<file path="src/rtl/fsk_rd_pkg.sv">
package fsk_rd_pkg;
    localparam int unsigned DATA_BITS = 8;
    localparam int unsigned CHAR_BITS = DATA_BITS + 1;

    typedef enum logic [1:0] {
        FR_IDLE  = 2'd0,
        FR_START = 2'd1,
        FR_DATA  = 2'd2
    } fr_state_e;
endpackage

</file>
<file path="src/rtl/fsk_rd_sync.sv">
module fsk_rd_sync #(
    parameter int unsigned STAGES = 2
) (
    input  logic clk,
    input  logic rst_n,
    input  logic async_in,
    output logic rise
);
    // chain_q[STAGES-1] is the synchronized level, chain_q[STAGES] its previous value
    logic [STAGES:0] chain_d, chain_q;

    always_comb begin
        chain_d = {chain_q[STAGES-1:0], async_in};
    end

    always_ff @(posedge clk or negedge rst_n) begin
        if (!rst_n) chain_q <= '0;
        else        chain_q <= chain_d;
    end

    assign rise = chain_q[STAGES-1] & ~chain_q[STAGES];
endmodule

</file>
<file path="src/rtl/fsk_rd_framer.sv">
module fsk_rd_framer
    import fsk_rd_pkg::*;
#(
    parameter int unsigned BIT_CYCLES = 2983
) (
    input  logic                 clk,
    input  logic                 rst_n,
    input  logic                 rx_bit,
    input  logic                 carrier_ok,
    output logic                 load,
    output logic [CHAR_BITS-1:0] char_out
);
    localparam int unsigned HALF_CYCLES = BIT_CYCLES / 2;
    localparam int unsigned CNT_W       = $clog2(BIT_CYCLES);
    localparam int unsigned IDX_W       = $clog2(CHAR_BITS);
    localparam logic [CNT_W-1:0] HALF_LAST = CNT_W'(HALF_CYCLES - 1);
    localparam logic [CNT_W-1:0] BIT_LAST  = CNT_W'(BIT_CYCLES - 1);
    localparam logic [IDX_W-1:0] STOP_IDX  = IDX_W'(DATA_BITS);

    typedef struct packed {
        fr_state_e            st;
        logic [CNT_W-1:0]     cnt;
        logic [IDX_W-1:0]     idx;
        logic [DATA_BITS-1:0] data;
    } fr_t;

    fr_t q, d;

    always_comb begin
        d    = q;
        load = 1'b0;
        case (q.st)
            FR_IDLE: begin
                if (!rx_bit) begin
                    d.st  = FR_START;
                    d.cnt = '0;
                end
            end
            FR_START: begin
                if (q.cnt == HALF_LAST) begin
                    d.cnt = '0;
                    d.idx = '0;
                    d.st  = rx_bit ? FR_IDLE : FR_DATA;   // mid-bit requalification
                end else begin
                    d.cnt = q.cnt + 1'b1;
                end
            end
            FR_DATA: begin
                if (q.cnt == BIT_LAST) begin
                    d.cnt = '0;
                    if (q.idx == STOP_IDX) begin
                        load = 1'b1;                     // stop-bit midpoint
                        d.st = FR_IDLE;
                    end else begin
                        d.data = {rx_bit, q.data[DATA_BITS-1:1]};
                        d.idx  = q.idx + 1'b1;
                    end
                end else begin
                    d.cnt = q.cnt + 1'b1;
                end
            end
            default: d.st = FR_IDLE;
        endcase
        if (!carrier_ok) begin                           // carrier gating
            d.st = FR_IDLE;
            load = 1'b0;
        end
    end

    always_ff @(posedge clk or negedge rst_n) begin
        if (!rst_n) q <= '{st: FR_IDLE, default: '0};
        else        q <= d;
    end

    assign char_out = {rx_bit, q.data};
endmodule

</file>
<file path="src/rtl/fsk_rd_outport.sv">
module fsk_rd_outport
    import fsk_rd_pkg::*;
#(
    parameter int unsigned BIT_CYCLES = 2983
) (
    input  logic                 clk,
    input  logic                 rst_n,
    input  logic                 carrier_ok,
    input  logic                 load,
    input  logic [CHAR_BITS-1:0] char_in,
    input  logic                 shift_rise,
    output logic                 data_out,
    output logic                 rdy_n
);
    localparam int unsigned HALF_CYCLES = BIT_CYCLES / 2;
    localparam int unsigned TMR_W       = $clog2(HALF_CYCLES + 1);
    localparam logic [TMR_W-1:0] TMR_LAST = TMR_W'(HALF_CYCLES - 1);

    typedef struct packed {
        logic [CHAR_BITS-1:0] sr;
        logic                 dat;
        logic                 rdy_n;
        logic [TMR_W-1:0]     tmr;
    } op_t;

    op_t q, d;

    always_comb begin
        d = q;
        if (load) begin                                  // newest character wins
            d.sr    = char_in;
            d.rdy_n = 1'b0;
            d.tmr   = '0;
        end else if (shift_rise) begin
            d.dat   = q.sr[0];
            d.sr    = {1'b1, q.sr[CHAR_BITS-1:1]};
            d.rdy_n = 1'b1;
        end else if (!q.rdy_n) begin                     // half-bit timeout
            if (q.tmr == TMR_LAST) d.rdy_n = 1'b1;
            else                   d.tmr   = q.tmr + 1'b1;
        end
        if (!carrier_ok) d.rdy_n = 1'b1;
    end

    always_ff @(posedge clk or negedge rst_n) begin
        if (!rst_n) q <= '{sr: '1, dat: 1'b1, rdy_n: 1'b1, tmr: '0};
        else        q <= d;
    end

    assign data_out = q.dat;
    assign rdy_n    = q.rdy_n;
endmodule

</file>
<file path="src/rtl/fsk_byte_reader.sv">
module fsk_byte_reader
    import fsk_rd_pkg::*;
#(
    parameter int unsigned BIT_CYCLES  = 2983,
    parameter int unsigned SYNC_STAGES = 2
) (
    input  logic clk,
    input  logic rst_n,
    input  logic rx_bit,
    input  logic carrier_ok,
    input  logic dclk,
    output logic data_out,
    output logic rdy_n
);
    logic                 dclk_rise;
    logic                 frm_load;
    logic [CHAR_BITS-1:0] frm_char;

    fsk_rd_sync #(.STAGES(SYNC_STAGES)) u_sync (
        .clk      (clk),
        .rst_n    (rst_n),
        .async_in (dclk),
        .rise     (dclk_rise)
    );

    fsk_rd_framer #(.BIT_CYCLES(BIT_CYCLES)) u_framer (
        .clk        (clk),
        .rst_n      (rst_n),
        .rx_bit     (rx_bit),
        .carrier_ok (carrier_ok),
        .load       (frm_load),
        .char_out   (frm_char)
    );

    fsk_rd_outport #(.BIT_CYCLES(BIT_CYCLES)) u_port (
        .clk        (clk),
        .rst_n      (rst_n),
        .carrier_ok (carrier_ok),
        .load       (frm_load),
        .char_in    (frm_char),
        .shift_rise (dclk_rise),
        .data_out   (data_out),
        .rdy_n      (rdy_n)
    );
endmodule

</file>
<file path="config.mk">
export PLATFORM = sky130hd
export DESIGN_NAME = fsk_byte_reader
export DESIGN_NICKNAME = d
export VERILOG_FILES = /design/src/rtl/fsk_rd_pkg.sv /design/src/rtl/fsk_rd_sync.sv /design/src/rtl/fsk_rd_framer.sv /design/src/rtl/fsk_rd_outport.sv /design/src/rtl/fsk_byte_reader.sv
export SDC_FILE = /design/constraint.sdc
export NUM_CORES = 1
export LEC_CHECK = 0
export BUFFER_PORTS_ARGS = -buffer_cell sky130_fd_sc_hd__buf_2
export CORE_MARGIN = 4
export CORE_UTILIZATION = 55
export CTS_BUF_LIST = sky130_fd_sc_hd__clkbuf_2
export DETAILED_ROUTE_END_ITERATION = 7
export PLACE_DENSITY = 0.7
export SLEW_MARGIN = 20
export SYNTH_ARGS = -nofsm -noshare
export SYNTH_HDL_FRONTEND = slang
export SYNTH_SLANG_ARGS = --single-unit
</file>
<file path="constraint.sdc">
create_clock -name clk -period 1.8 [get_ports clk]
set_input_delay 0 -clock clk [delete_from_list [all_inputs] [get_ports clk]]
set_output_delay 0 -clock clk [all_outputs]
set_load 0.005 [all_outputs]
</file>
* Yosys cells after proc, flatten, opt, wreduce, memory -nomap -nowiden
Cells that the tools add are included.
** Storage, ports and cells
- Bits in registers :: 51
- Output and inout port bits :: 2
- Logic and storage cells :: 70
** Cells by class
- Add/sub/neg operators :: 3
- Equality and inequality tests :: 17
- Muxes and demuxes :: 27
- Bitwise logic cells :: 4
- Reductions and logical operators :: 10
** Operators by type and width (count)
- $mux W12 :: 6
- $pmux W12 S3 :: 1
- $mux W11 :: 2
- $mux W14 :: 1
- $add A12 B1 Y12 const B :: 1
- $eq A12 B11 Y1 const B :: 1
- $eq A12 B12 Y1 const B :: 1
- $add A11 B1 Y11 const B :: 1
- $eq A11 B11 Y1 const B :: 1
- $mux W10 :: 1
- $mux W2 :: 5
- $mux W9 :: 1
- $ne A3 B2 Y1 const B :: 3
- $ne A2 B2 Y1 const B :: 4
- $pmux W4 S2 :: 1
- $reduce_and A4 Y1 :: 2
- $mux W1 :: 7
- $ne A2 B1 Y1 const B :: 3
- $pmux W2 S3 :: 1
- $reduce_and A3 Y1 :: 2
- $add A4 B1 Y4 const B :: 1
- $eq A4 B4 Y1 const B :: 1
- $mux W4 :: 1
- $reduce_and A2 Y1 :: 2
- 8 further kinds :: 11

* Longest topological paths before layout
- Word-level depth :: 7
- Mapped depth :: 9
- Depth with buffers taken out :: 7

* Hierarchy
A second synthesis with hierarchy kept.
** Unflattened totals
- Cells, all modules :: 285
- Area, all modules :: 2831.5 um^2
** Modules (own cells, without submodules)
- fsk_rd_framer :: times used 1, cells an instance 162, area each 1561.5 um^2
- fsk_rd_outport :: times used 1, cells an instance 119, area each 1181.1 um^2
- fsk_rd_sync :: times used 1, cells an instance 4, area each 88.8 um^2

* Worst setup path after synthesis
OpenSTA, ideal clock, no wires.
- Path kind :: register to register
- From :: register u_framer.q[12] (netlist name)
- To :: register u_framer.q (netlist bit u_framer.char_out[0])
- Library setup time :: 0.125 ns
- Data arrival time :: 1.676 ns
- Required time :: 1.675 ns
- Path slack :: -0.001 ns
- Cell stages (with the launch flop) :: 7
- Cells stage by stage :: dfrtp_1 inv_1 ha_1 and3b_1 nand4b_4 nor3_4 mux2_4
** Between the ends
- Longest elaborated chain between the ends :: 2
** RTL lines
- from (decl) :: line fsk_rd_framer.sv:27 : fr_t q, d;
- from (signal assigned) :: line fsk_rd_framer.sv:71 : if (!rst_n) q <= '{st: FR_IDLE, default: '0};
- from (signal assigned) :: line fsk_rd_framer.sv:72 : else q <= d;
- $eq A12 B12 Y1 :: line fsk_rd_framer.sv:49 : if (q.cnt == BIT_LAST) begin
- $reduce_and A3 Y1 (no line)
No other way between the ends.
A chain may end at the register's enable or synchronous reset.

* Final worst setup path
- From :: register u_framer.q[20] (netlist name)
- To :: register u_framer.q[15] (netlist name)
** Between the ends
- Longest elaborated chain between the ends :: 3
- Elaborated cells on any way between the ends :: 5
- Those cells by class :: eq/ne (2); mux (3)
** RTL lines
- $eq A12 B12 Y1 or $eq A12 B11 Y1 (tied branches) :: line fsk_rd_framer.sv:49, fsk_rd_framer.sv:40
- $mux W12 (on tied branches) :: line fsk_rd_framer.sv:49, fsk_rd_framer.sv:40
- $pmux W12 S3 * :: line fsk_rd_framer.sv:32 : case (q.st)
Every way passes the cells marked *; elsewhere a longest branch is shown, timed or not.

==> impl_metrics.yaml <==
finish:
  insertedDiodeCount: 0
  nets: 315
  final_cells: 367
  drive_gt1_frac: 0.370
  area_growth_pct: 23.8
logic_synthesis:
  yosysUniqueCellTypes: 55
  synth-edff-count: 0
  yosys_warnings: 0
  synth_area_per_cell_um2: 10.7
  ys_seq_area_frac: 0.471
  async_flop_share: 1.00
  synth_ff_type: "dfrtp_1"
  ys_top_cells_by_area: "dfrtp_1, dfstp_2, ha_1"
  ys_seq_elements: 51
  synthesis.area_mm2: 0.00274
  yosysMostFrequentCell: "dfrtp_1"
  synth_top_area_frac: 0.366
  synth_top_area_cell: "dfrtp_1"
  synthCells: 255
  syn-num-nets: 271
  synth_commonest_cells: "dfrtp_1, nand2_1, nor2_1"
power:
  p_total_mw: 2.53
  power_switching_mw: 0.790
  p_sw_frac: 0.313
  pwr-share-seq: 0.490
  vdd_drop_max_mv: 0.406
  leakage_nw: 1.52
  clock_power_share: 0.241
  combPwrFrac: 0.270
  intPower_mw: 1.74
  power_density_mw_per_mm2: 746
clocking:
  clk_pin_slew_worst_paths_ns: 0.27
  clockBufferDepth: 2
  cts-root-buf: "clkbuf_2"
  cts_made_buffers: 5
  cts_sinks: 51
  clock_latency_ns: 0.42
  cts_tree: "built"
  h-tree-depth: 2
placed_design:
  globalplace.congestion: 0.794
  hpwl_um: 3700
  dp.cells: 348
  portBuffers: 6
timing:
  final.setup.worst_slack_ns: -0.0408
  clock_skew_ns: 0.0216
  relSlewSlack: 0.654
  setup_viol: 1
  max_freq_mhz: 543
  rsz0062_at_grt: "yes"
  fin_crit_sh: 1.02
  slew_viol_final: 0
  finalHoldViolCount: 0
  min_period_ns: 1.84
  worst_pin_slew_ns: 0.519
route:
  drt_wl_total_um: 5570
  route.detailed.drc: 0
  vias: 2086
  ant_nets: 0
  via_per_inst: 5.68
  drt-initial-drc-count: 92
  dr.pass1.iters: 4
  avgRoutedWirePerCell_um: 15.2
floorplanning:
  core_mm2: 0.00479
  die_w_um: 78.6
  die_y_um: 78.6
  dieArea_mm2: 0.00617
  start_util: 0.572
  io_pins: 7
  fp-row-count: 25
run_status:
  violations: "negative setup slack"
  status: "finished, violations left"
min_path:
  hold_class: "input port to asynchronous set/reset pin"
critical_path:
  critPathLaunchType: "register"
  worstPathArrival_ns: 2.22
  r2r_cells: 6
  cp_max_fo: 4
  end_kind: "register"
  critPathKind: "register to register"
  crit_required_ns: 2.18
grt:
  grt_max_degree: 29
  grt_pass1_wl_um: 9070
  first_global_vias: 1986
  grtUsageTotal: 0.184
  globalRouteOverflowTotal: 0
  antenna_found_initial: 0
run:
  drv_cap: 0
-- metal layers --
metal | vias to the layer above | global-route usage | share of wire
li1 | 1006 | - | -
met1 | 1030 | 0.238 | 0.44
met2 | 39 | 0.307 | 0.51
met3 | 11 | 0.0378 | 0.036
met4 | 0 | 0.0594 | 0.016
met5 | - | 0 | 0
-- power groups by stage --
stage / clock (mW) / combinational [mW] / sequential (mW)
after CTS: 0.627 / 0.575 / 1.23
after global placement: 0 / 0.553 / 1.24
after floorplan: 0 / 0.344 / 1.25
after global routing: 0.685 / 0.750 / 1.25
after detailed placement: 0 / 0.562 / 1.25
final: 0.608 / 0.682 / 1.24
-- worst paths after layout --
path                       slack, ns               from           endpoint
hold reg to reg                 0.41  u_sync.chain_q[0]  u_sync.chain_q[1]
setup / recovery               -0.04     u_framer.q[20]     u_framer.q[15]
hold / removal                  0.03              rst_n        u_port.q[6]
max in group asynchronous       1.21              rst_n     u_framer.q[25]
min in group clk                0.20               dclk  u_sync.chain_q[0]
setup reg to reg               -0.04     u_framer.q[20]     u_framer.q[15]
-- final cells by class --
class,instances,area (um2)
clock inverter,2,37.5
timing repair buffer,44,409
fill,341,1400
multi-input combinational,186,1500
tap,67,83.8
inverter,11,41.3
clock buffer,6,30.0
sequential,51,1290
-- worst max-delay path, cell delays in order (launching register included) --
cell and delay, ns:
dfrtp_1 0.47, and3_2 0.27, buf_4 0.15, a31oi_2 0.22, o21ai_2 0.11, or4_1 0.47
o21ai_1 0.09
-- cell usage in the layout (no fill, tap or decap), drive strengths merged, types with 6 or more instances in the layout --
cell type,synthesis,layout
dfrtp,40,40
buf,6,39
nand2,24,24
o21ai,21,21
nor2,20,20
nand3,16,16
dfstp,11,11
inv,11,11
ha,11,11
nor3,9,9
mux2i,8,8
mux2,8,8
xnor2,7,7
clkbuf,1,7
a21oi,6,6
xor2,6,6
-- sequential cells by signal (all words and copies together) (netlist names) --
register / count
u_framer.char_out: 8
u_framer.q: 18
u_port.data_out: 1
u_port.q: 20
u_port.rdy_n: 1
u_sync.chain_q: 3
-- metrics by stage --
stage	instance area, um2	util	worst slack [ns]	setup TNS, ns	hold WS [ns]
global route	3390	0.708	-0.0914	-0.372	0.0148
detailed placement	3070	0.641	-0.0209	-0.0209	0.000590
finish	3390	0.708	-0.0408	-0.0408	0.0252
global placement	3070	0.641	0.0336	0	0.00424
CTS	3180	0.665	-0.00627	-0.00627	0.00479
floorplan	2740	-	-0.000571	-0.00457	-0.296
-- cells by family (layout without fill, tap and decap cells) --
| kind of cell | Yosys count | in the layout | synth area share |
|---|---|---|---|
| simple gates | 100 | 100 | 0.213 |
| fa+ha+maj | 11 | 11 | 0.0503 |
| xor+xnor | 13 | 13 | 0.0416 |
| compound gates | 46 | 46 | 0.117 |
| mux | 16 | 16 | 0.0731 |
| buf+inv | 18 | 63 | 0.0329 |
| flops | 51 | 51 | 0.471 |
-- what timing repair did --
action / CTS / global route
pin swaps: 3 / 11
endpoints found under the setup margin: 28 / 38
buffers inserted: 0 / 6
gates cloned: 0 / 1
endpoints found under the hold margin: 58 / 0
resized for setup: 5 / 36
hold buffers: 4 / 0
No activity file was read; power rests on OpenSTA's default activity.
